$ cat src/rtl/pcirq_pkg.sv
package pcirq_pkg;

  // Strobes issued by control to the datapath each cycle.
  typedef struct packed {
    logic loadSnap;
  } ctrlStrobe_t;

endpackage

$ cat src/rtl/pcirq_sync.sv
module pcirq_sync #(
  parameter int unsigned WIDTH     = 8,
  parameter int unsigned STAGES    = 2,
  parameter logic [WIDTH-1:0] INIT = '1
) (
  input  logic             clk,
  input  logic             rstN,
  input  logic [WIDTH-1:0] din,
  output logic [WIDTH-1:0] dout
);

  localparam int unsigned LAST = STAGES - 1;

  logic [WIDTH-1:0] stageQ [STAGES];

  always_ff @(posedge clk) begin
    if (!rstN) begin
      for (int i = 0; i < STAGES; i++) stageQ[i] <= INIT;
    end else begin
      stageQ[0] <= din;
      for (int i = 1; i < STAGES; i++) stageQ[i] <= stageQ[i-1];
    end
  end

  assign dout = stageQ[LAST];

endmodule

$ cat src/rtl/pcirq_ctrl.sv
module pcirq_ctrl
  import pcirq_pkg::*;
(
  input  logic        clk,
  input  logic        rstN,
  input  logic        readStrobe,
  output ctrlStrobe_t strobes
);

  logic readPrevQ;

  always_ff @(posedge clk) begin
    if (!rstN) readPrevQ <= 1'b0;
    else       readPrevQ <= readStrobe;
  end

  // One snapshot load per read access, on its leading cycle.
  always_comb begin
    strobes          = '0;
    strobes.loadSnap = readStrobe & ~readPrevQ;
  end

endmodule

$ cat src/rtl/pcirq_datapath.sv
module pcirq_datapath
  import pcirq_pkg::*;
#(
  parameter int unsigned PORT_W         = 8,
  parameter logic [PORT_W-1:0] SNAP_INIT = '1,
  parameter logic [PORT_W-1:0] DIR_INIT  = '1
) (
  input  logic              clk,
  input  logic              rstN,
  input  logic [PORT_W-1:0] syncPins,
  input  logic [PORT_W-1:0] dirIsInput,
  input  ctrlStrobe_t       strobes,
  output logic [PORT_W-1:0] snapQ,
  output logic [PORT_W-1:0] dirQ,
  output logic              intPullLow
);

  logic [PORT_W-1:0] diffBits;

  always_ff @(posedge clk) begin
    if (!rstN) begin
      snapQ <= SNAP_INIT;
      dirQ  <= DIR_INIT;
    end else begin
      dirQ <= dirIsInput;
      if (strobes.loadSnap) snapQ <= syncPins;
    end
  end

  // Compare straight off flops: snapshot and sync stage update on the
  // same edge, so a read never leaves a stale mismatch behind.
  always_comb begin
    diffBits   = (syncPins ^ snapQ) & dirQ;
    intPullLow = |diffBits;
  end

endmodule

$ cat src/rtl/pin_change_irq.sv
module pin_change_irq
  import pcirq_pkg::*;
#(
  parameter int unsigned PORT_W      = 8,
  parameter int unsigned SYNC_STAGES = 2,
  parameter logic [PORT_W-1:0] SNAP_INIT = '1
) (
  input  logic              clk,
  input  logic              rstN,
  input  logic [PORT_W-1:0] pinLevels,
  input  logic [PORT_W-1:0] dirIsInput,
  input  logic              readStrobe,
  output logic              intPullLow,
  output logic [PORT_W-1:0] snapshot
);

  localparam logic [PORT_W-1:0] DIR_INIT = '1;

  logic [PORT_W-1:0] syncPins;
  logic [PORT_W-1:0] dirQ;
  ctrlStrobe_t       ctrlStrobes;

  pcirq_sync #(
    .WIDTH (PORT_W),
    .STAGES(SYNC_STAGES),
    .INIT  (SNAP_INIT)
  ) u_sync (
    .clk (clk),
    .rstN(rstN),
    .din (pinLevels),
    .dout(syncPins)
  );

  pcirq_ctrl u_ctrl (
    .clk       (clk),
    .rstN      (rstN),
    .readStrobe(readStrobe),
    .strobes   (ctrlStrobes)
  );

  pcirq_datapath #(
    .PORT_W   (PORT_W),
    .SNAP_INIT(SNAP_INIT),
    .DIR_INIT (DIR_INIT)
  ) u_dp (
    .clk       (clk),
    .rstN      (rstN),
    .syncPins  (syncPins),
    .dirIsInput(dirIsInput),
    .strobes   (ctrlStrobes),
    .snapQ     (snapshot),
    .dirQ      (dirQ),
    .intPullLow(intPullLow)
  );

endmodule

$ cat config.mk
export PLATFORM = sky130hd
export DESIGN_NAME = pin_change_irq
export DESIGN_NICKNAME = d
export VERILOG_FILES = /design/src/rtl/pcirq_pkg.sv /design/src/rtl/pcirq_sync.sv /design/src/rtl/pcirq_ctrl.sv /design/src/rtl/pcirq_datapath.sv /design/src/rtl/pin_change_irq.sv
export SDC_FILE = /design/constraint.sdc
export NUM_CORES = 1
export LEC_CHECK = 0
export BUFFER_PORTS_ARGS = -buffer_cell sky130_fd_sc_hd__buf_2
export CAP_MARGIN = 20
export CELL_PAD_IN_SITES_DETAIL_PLACEMENT = 0
export CELL_PAD_IN_SITES_GLOBAL_PLACEMENT = 1
export CORE_UTILIZATION = 41
export CTS_CLUSTER_SIZE = 14
export DETAILED_ROUTE_END_ITERATION = 6
export PLACE_DENSITY = 0.81
export SETUP_SLACK_MARGIN = 0.3
export SYNTH_ARGS = -nofsm -noshare
export SYNTH_HDL_FRONTEND = slang
export SYNTH_SLANG_ARGS = --single-unit
$ cat constraint.sdc
create_clock -name clk -period 2.3 [get_ports clk]
set_input_delay 0.46 -clock clk [delete_from_list [all_inputs] [get_ports clk]]
set_output_delay 0.46 -clock clk [all_outputs]
set_load 0.01 [all_outputs]
==> results_dict.tcl, run 1 <==
set metrics [dict create \
    crit_chain "xor2_1, a22oi_1, nand4_1, buf_2" \
    grt_max_degree 34 \
    layout_common_cells "33 x dfxtp_1, 27 x buf_2, 25 x nand2b_1, 16 x nand2_1" \
    cts_hold_buf 0 \
    fin_crit_ns 1.778 \
    htreeDepth 2 \
    setup_viol 0 \
    max_stage_delay_ns 0.34 \
    fin_tns_setup_ns 0 \
    drive_gt1_share_pct 25.19 \
    status "completed" \
    final_common_cell "dfxtp_1" \
    r2r_setup_slack_ns 1.23 \
    yosys-top-cells-area "dfxtp_1 62%, nand2b_1 15%, xor2_1 6.6%" \
    hold_violations 0 \
    synth_top_cell_by_area "dfxtp_1" \
    cp.required_ns 1.84 \
    core_area_um2 2477 \
    hold_start "pinLevels[0]" \
    crit_slowest_cell "dfxtp_1" \
    cp-end-kind "output pin" \
    tightest_slew_ns 0.5829 \
    initial_core_util_pct 43.03 \
    cts_tree "built" \
    insertion_delay_ns 0.31 \
    dieArea_um2 2808 \
    grt_pass1_vias 645 \
    hold_slack_ns 0.3198 \
    antenna_found_initial 0 \
    post_cts_resize_count 0 \
    crit_path_start_kind "flop" \
    grt_overflow 0 \
    ys_ff_latch 33 \
    path_max_fanout 3 \
    ys_types 11 \
    fin_crit_sh_pct 77.32 \
    die_h_um 52.99 \
    gp_congestion 0.7258 \
    num_rows 18 \
    clkTransAtPathRegs_ns 0.09 \
    syn_nets 121 \
    r2r-end "u_dp.snapQ[3]" \
    drcViolationCount 0 \
    ir_worst_vdd_mv 0.4712 \
    seq_area_frac_synth_pct 61.97 \
    vias_per_cell 4.472 \
    fp.dieW_um 52.99 \
    cp_top_family "flip-flops" \
    final_nets 150 \
    antenna_cells 0 \
    drt_iter0_markers 13 \
    fillers 249 \
    skew_ns 0.004988 \
    rsz0062_at_grt "false" \
    post-dp-hpwl_mm 1.117 \
    clock_sinks 33 \
    min_path_cells 2 \
    route.antenna.remaining_nets 0 \
    relSlewSlack_pct 61.06 \
    clock_path_buffers 2 \
    crit_type "reg -> out" \
    numPortBuffers 27 \
    area_growth_pct 18.54 \
    power_density_nw_per_um2 810.6 \
    routed_wl_mm 1.642 \
    hold_path_end "u_sync.stageQ[0][0]" \
    grt_pass1_wl_mm 2.697 \
    rr_worst_depth 3 \
    path_buf_inv 1 \
    finalMaxSlewViolations 0 \
    ios 28 \
    syn_avg_cell_area_um2 10.45 \
    hp-class "in -> reg" \
    netlist.area_leader.share_pct 61.97 \
    vias 720 \
    p_leak_nw 0.5575 \
    drt-pass1-iter-count 6 \
    r2r_start "u_ctrl.readPrevQ" \
    gr-usage-all-layers_pct 14.62 \
    cts_setup_buffers 0 \
    synth_cells 102 \
    cts_buffers 5 \
    critical_path_depth 4 \
    clock.fmax_ghz 0.5623 \
    syn_area_um2 1066 \
    yosys_warnings 0 \
    cts-root-buf "clkbuf_4" \
    drv_cap 0 \
    wl_per_cell_um 10.20 \
    worstPathArrival_ns 1.32 \
]
how the worst max path moves through the flow:
| stage | start | slack [ns] | to |
|---|---|---|---|
| after detailed placement | u_dp.snapQ[6] | 0.87 | intPullLow |
| after floorplan | u_dp.snapQ[2] | 1.01 | intPullLow |
| after global placement | u_dp.snapQ[3] | 0.88 | intPullLow |
| after global routing | u_dp.snapQ[3] | 0.47 | intPullLow |
| final | u_dp.snapQ[3] | 0.52 | intPullLow |
| after CTS | u_dp.snapQ[3] | 0.50 | intPullLow |
state kept, by name, summed over array words and instances, names as in the netlist:
signal / flops
u_sync.stageQ: 16
u_dp.dirQ: 8
u_ctrl.readPrevQ: 1
u_dp.snapQ: 8
per-layer routing:
layer | routed length (um) | track usage, %
met4 | 4 | 13.16
met1 | 755 | 16.67
met3 | 72 | 6.322
met2 | 810 | 20.25
met5 | 0 | 0
cells by family (layout without fill, tap and decap cells):
kind of cell / Yosys count / in the layout / synth area share (%)
and+or+nand+nor: 52 / 52 / 25.82
DFF: 33 / 33 / 61.97
xor gates and xnor gates: 8 / 8 / 6.573
buffers and inverters: 5 / 34 / 2.816
AOI/OAI and AO/OA: 4 / 4 / 2.817
report_power, final:
group	leakage (nW)	internal, W	switching, W
sequential	0.274	0.000602	0.0000165
combinational	0.252	0.0000487	0.0000461
clock	0.0314	0.000144	0.000167
final cells by class:
class,instances,area [um2],area share (%)
tap,30,37.54,2.970
multi-input combinational,64,375.4,29.70
clock buffer,7,55.05,4.356
sequential,33,660.6,52.28
timing repair buffer,27,135.1,10.69
synthesized netlist by cell type:
| cell | number |
|---|---|
| nand2_1 | 16 |
| nor2b_1 | 1 |
| buf_2 | 3 |
| xor2_1 | 8 |
| dfxtp_1 | 33 |
| and2_1 | 1 |
| nand2b_1 | 25 |
| buf_4 | 2 |
| nand4_1 | 1 |
| a22oi_1 | 4 |
| nand3_1 | 8 |
through the flow:
stage	utilization [%]	setup WS [ns]	instances	total power [W]	area [um2]
final	51.01	0.5217	161	0.001024	1264
after global routing	51.01	0.4722	161	0.001091	1264
after CTS	51.01	0.4957	161	0.001042	1264
after detailed placement	48.79	0.8693	154	0.0007275	1209
after global placement	48.79	0.8816	154	0.0007246	1209
after floorplan	-	1.005	102	0.0006926	1066
(Power assumes the default switching activity.)
==> inputs of run 2 (changes only) <==
Settings changed: ABC_AREA set to 1, CORE_UTILIZATION 41 to 34, PLACE_DENSITY 0.81 to 0.73.
Clock period 2.3 ns to 1.5 ns, I/O delays scaled along.
==> results_dict.tcl, run 2 <==
set metrics [dict create \
    status "completed" \
    grt_max_degree 34 \
    drv_cap 0 \
    p_total_w 0.001615 \
    fin_crit_sh_pct 99.57 \
    p_leak_nw 0.9057 \
    area_growth_pct 23.98 \
    tightest_slew_ns 0.3555 \
    dieArea_um2 3866 \
    vias_per_cell 3.858 \
    yosys_warnings 0 \
    ys_ff_latch 33 \
    clock.fmax_ghz 0.6695 \
    cts_hold_buf 0 \
    hold_path_end "u_dp.dirQ[0]" \
    hold_start "dirIsInput[0]" \
    top_regs "u_sync.stageQ (16), u_dp.dirQ (8), u_dp.snapQ (8)" \
    ios 28 \
    postLayoutCoreUtil_pct 45.04 \
    synthFlopType "dfxtp_1" \
    numPortBuffers 27 \
    relSlewSlack_pct 76.30 \
    grt_pass1_vias 765 \
    synth_cells 153 \
    min_path_cells 3 \
    hold_violations 0 \
    r2r-end "u_dp.snapQ[3]" \
    grt_pass1_wl_mm 3.229 \
    r2r_setup_slack_ns 0.61 \
    gr-usage-all-layers_pct 10.98 \
    syn_area_um2 1231 \
    setup_viol 0 \
    cts_tree "built" \
    wl_per_cell_um 8.575 \
    gp_congestion 0.6681 \
    core_area_um2 3390 \
    antenna_found_initial 0 \
    final_nets 205 \
    fin_crit_ns 1.494 \
    worstPathArrival_ns 1.19 \
    ys_types 11 \
    power_density_nw_per_um2 1058 \
    vias 899 \
    crit_type "reg -> out" \
    ir_worst_vdd_mv 0.3822 \
    htreeDepth 2 \
    top_register "u_sync.stageQ" \
    crit_path_start_kind "flop" \
    grt_overflow 0 \
    synth_edf_count 0 \
    fin_tns_setup_ns 0 \
    cp-end-kind "output pin" \
    skew_ns 0.01226 \
    largest_reg_flops 16 \
    synthTopCellsByCount "54 x nand2_1, 41 x inv_1, 33 x dfxtp_1" \
    fp.dieW_um 62.18 \
    drcViolationCount 0 \
    num_rows 21 \
    routed_wl_mm 1.998 \
    netlist.area_leader.share_pct 53.66 \
    drt_iter0_markers 12 \
    rr_worst_depth 3 \
    hp-class "in -> reg" \
    fillers 339 \
    path_max_fanout 3 \
    syn_nets 172 \
    rsz0062_at_grt "true" \
    cts_buffers 5 \
    drt-pass1-iter-count 4 \
    die_h_um 62.18 \
    cts-root-buf "clkbuf_4" \
    clock_path_buffers 2 \
    cp.required_ns 1.20 \
    yosysMostFrequentCell "nand2_1" \
    syn_avg_cell_area_um2 8.047 \
    seq_area_frac_synth_pct 53.66 \
    antenna_cells 0 \
    post-dp-hpwl_mm 1.419 \
    finalMaxSlewViolations 0 \
    synth_top_cell_by_area "dfxtp_1" \
    clkTransAtPathRegs_ns 0.10 \
    route.antenna.remaining_nets 0 \
    yosys-top-cells-area "dfxtp_1 54%, nand2_1 16%, inv_1 13%" \
    clock_sinks 33 \
    synthArstFlopShare_pct 0 \
    r2r_start "u_ctrl.readPrevQ" \
    layout_common_cells "49 x nand2_1, 33 x inv_1, 26 x buf_2, 20 x dfxtp_1, 13 x dfxtp_2" \
    final_common_cell "nand2_1" \
    initial_core_util_pct 36.32 \
    insertion_delay_ns 0.32 \
    drive_gt1_share_pct 42.78 \
]
==> run 2: power breakdown <==
| part | switching, W | internal, W | total, W |
|---|---|---|---|
| combinational | 0.000109 | 0.0000917 | 0.000201 |
| clock | 0.000280 | 0.000178 | 0.000458 |
| sequential | 0.0000286 | 0.000927 | 0.000956 |
| total | 0.000418 | 0.00120 | 0.00162 |
==> run 2: worst max-delay path by stage <==
| stage | start | endpoint | slack (ns) | cells past startpoint |
|---|---|---|---|---|
| 2_1_floorplan | u_dp.snapQ[5] | intPullLow | 0.46 | 6 |
| 3_3_place_gp | u_dp.snapQ[0] | intPullLow | 0.32 | 7 |
| 3_5_place_dp | u_dp.snapQ[0] | intPullLow | 0.30 | 7 |
| 4_1_cts | u_dp.snapQ[4] | intPullLow | -0.03 | 7 |
| 5_1_grt | u_dp.snapQ[3] | intPullLow | -0.08 | 7 |
| 6_report | u_dp.snapQ[2] | intPullLow | 0.006 | 7 |
==> run 2: final cells by class <==
type / instances / area (um2) / share of cell area, %
multi-input combinational: 73 / 407.9 / 26.72
clock inverter: 2 / 10.01 / 0.6557
clock buffer: 6 / 41.29 / 2.705
sequential: 33 / 676.9 / 44.34
inverter: 42 / 157.7 / 10.33
timing repair buffer: 31 / 175.2 / 11.48
tap: 46 / 57.56 / 3.771
==> run 2: cell families (layout without fill, tap and decap cells) <==
family	after synthesis	after routing	share of synthesized area [%]
AO/OA/AOI/OAI	8	8	8.130
flip-flops	33	33	53.66
AND/OR/NAND/NOR	65	65	21.95
buffers and inverters	47	81	16.26
==> run 2: what timing repair did <==
action                     4_1_cts  5_1_grt
hold endpoints to repair         0        0
buffers inserted                 2        1
setup endpoints to repair        1        2
cloned                           0        0
pin swaps                        3        6
resized for setup               12       23
==> run 2: worst max-delay path, cell delays in order (launching register included) <==
cell     delay [ns]
dfxtp_2        0.34
inv_2          0.05
nand2_1        0.06
nand3_2        0.07
nand2_2        0.06
nor2_2         0.10
nand2_1        0.06
buf_2          0.14
==> run 2: per-stage QoR <==
stage	area, um2	std cells	worst slack [ns]	hold WS [ns]
CTS	1471	232	-0.02969	0.1263
detailed placement	1389	222	0.3035	0.3841
global placement	1389	222	0.3233	0.3847
global route	1526	233	-0.08246	0.1341
finish	1526	233	0.006419	0.1401
floorplan	1231	153	0.4617	0.3795
==> run 2: metal layers <==
layer / up-vias / GRT usage, % / part of all wire (%) / wire (um)
met5: - / 0 / 0 / 0
met4: 0 / 7.849 / 3.0 / 60
met3: 7 / 2.941 / 3.6 / 72
met2: 20 / 17.86 / 48 / 966
met1: 365 / 12.37 / 45 / 899
li1: 507 / - / - / -
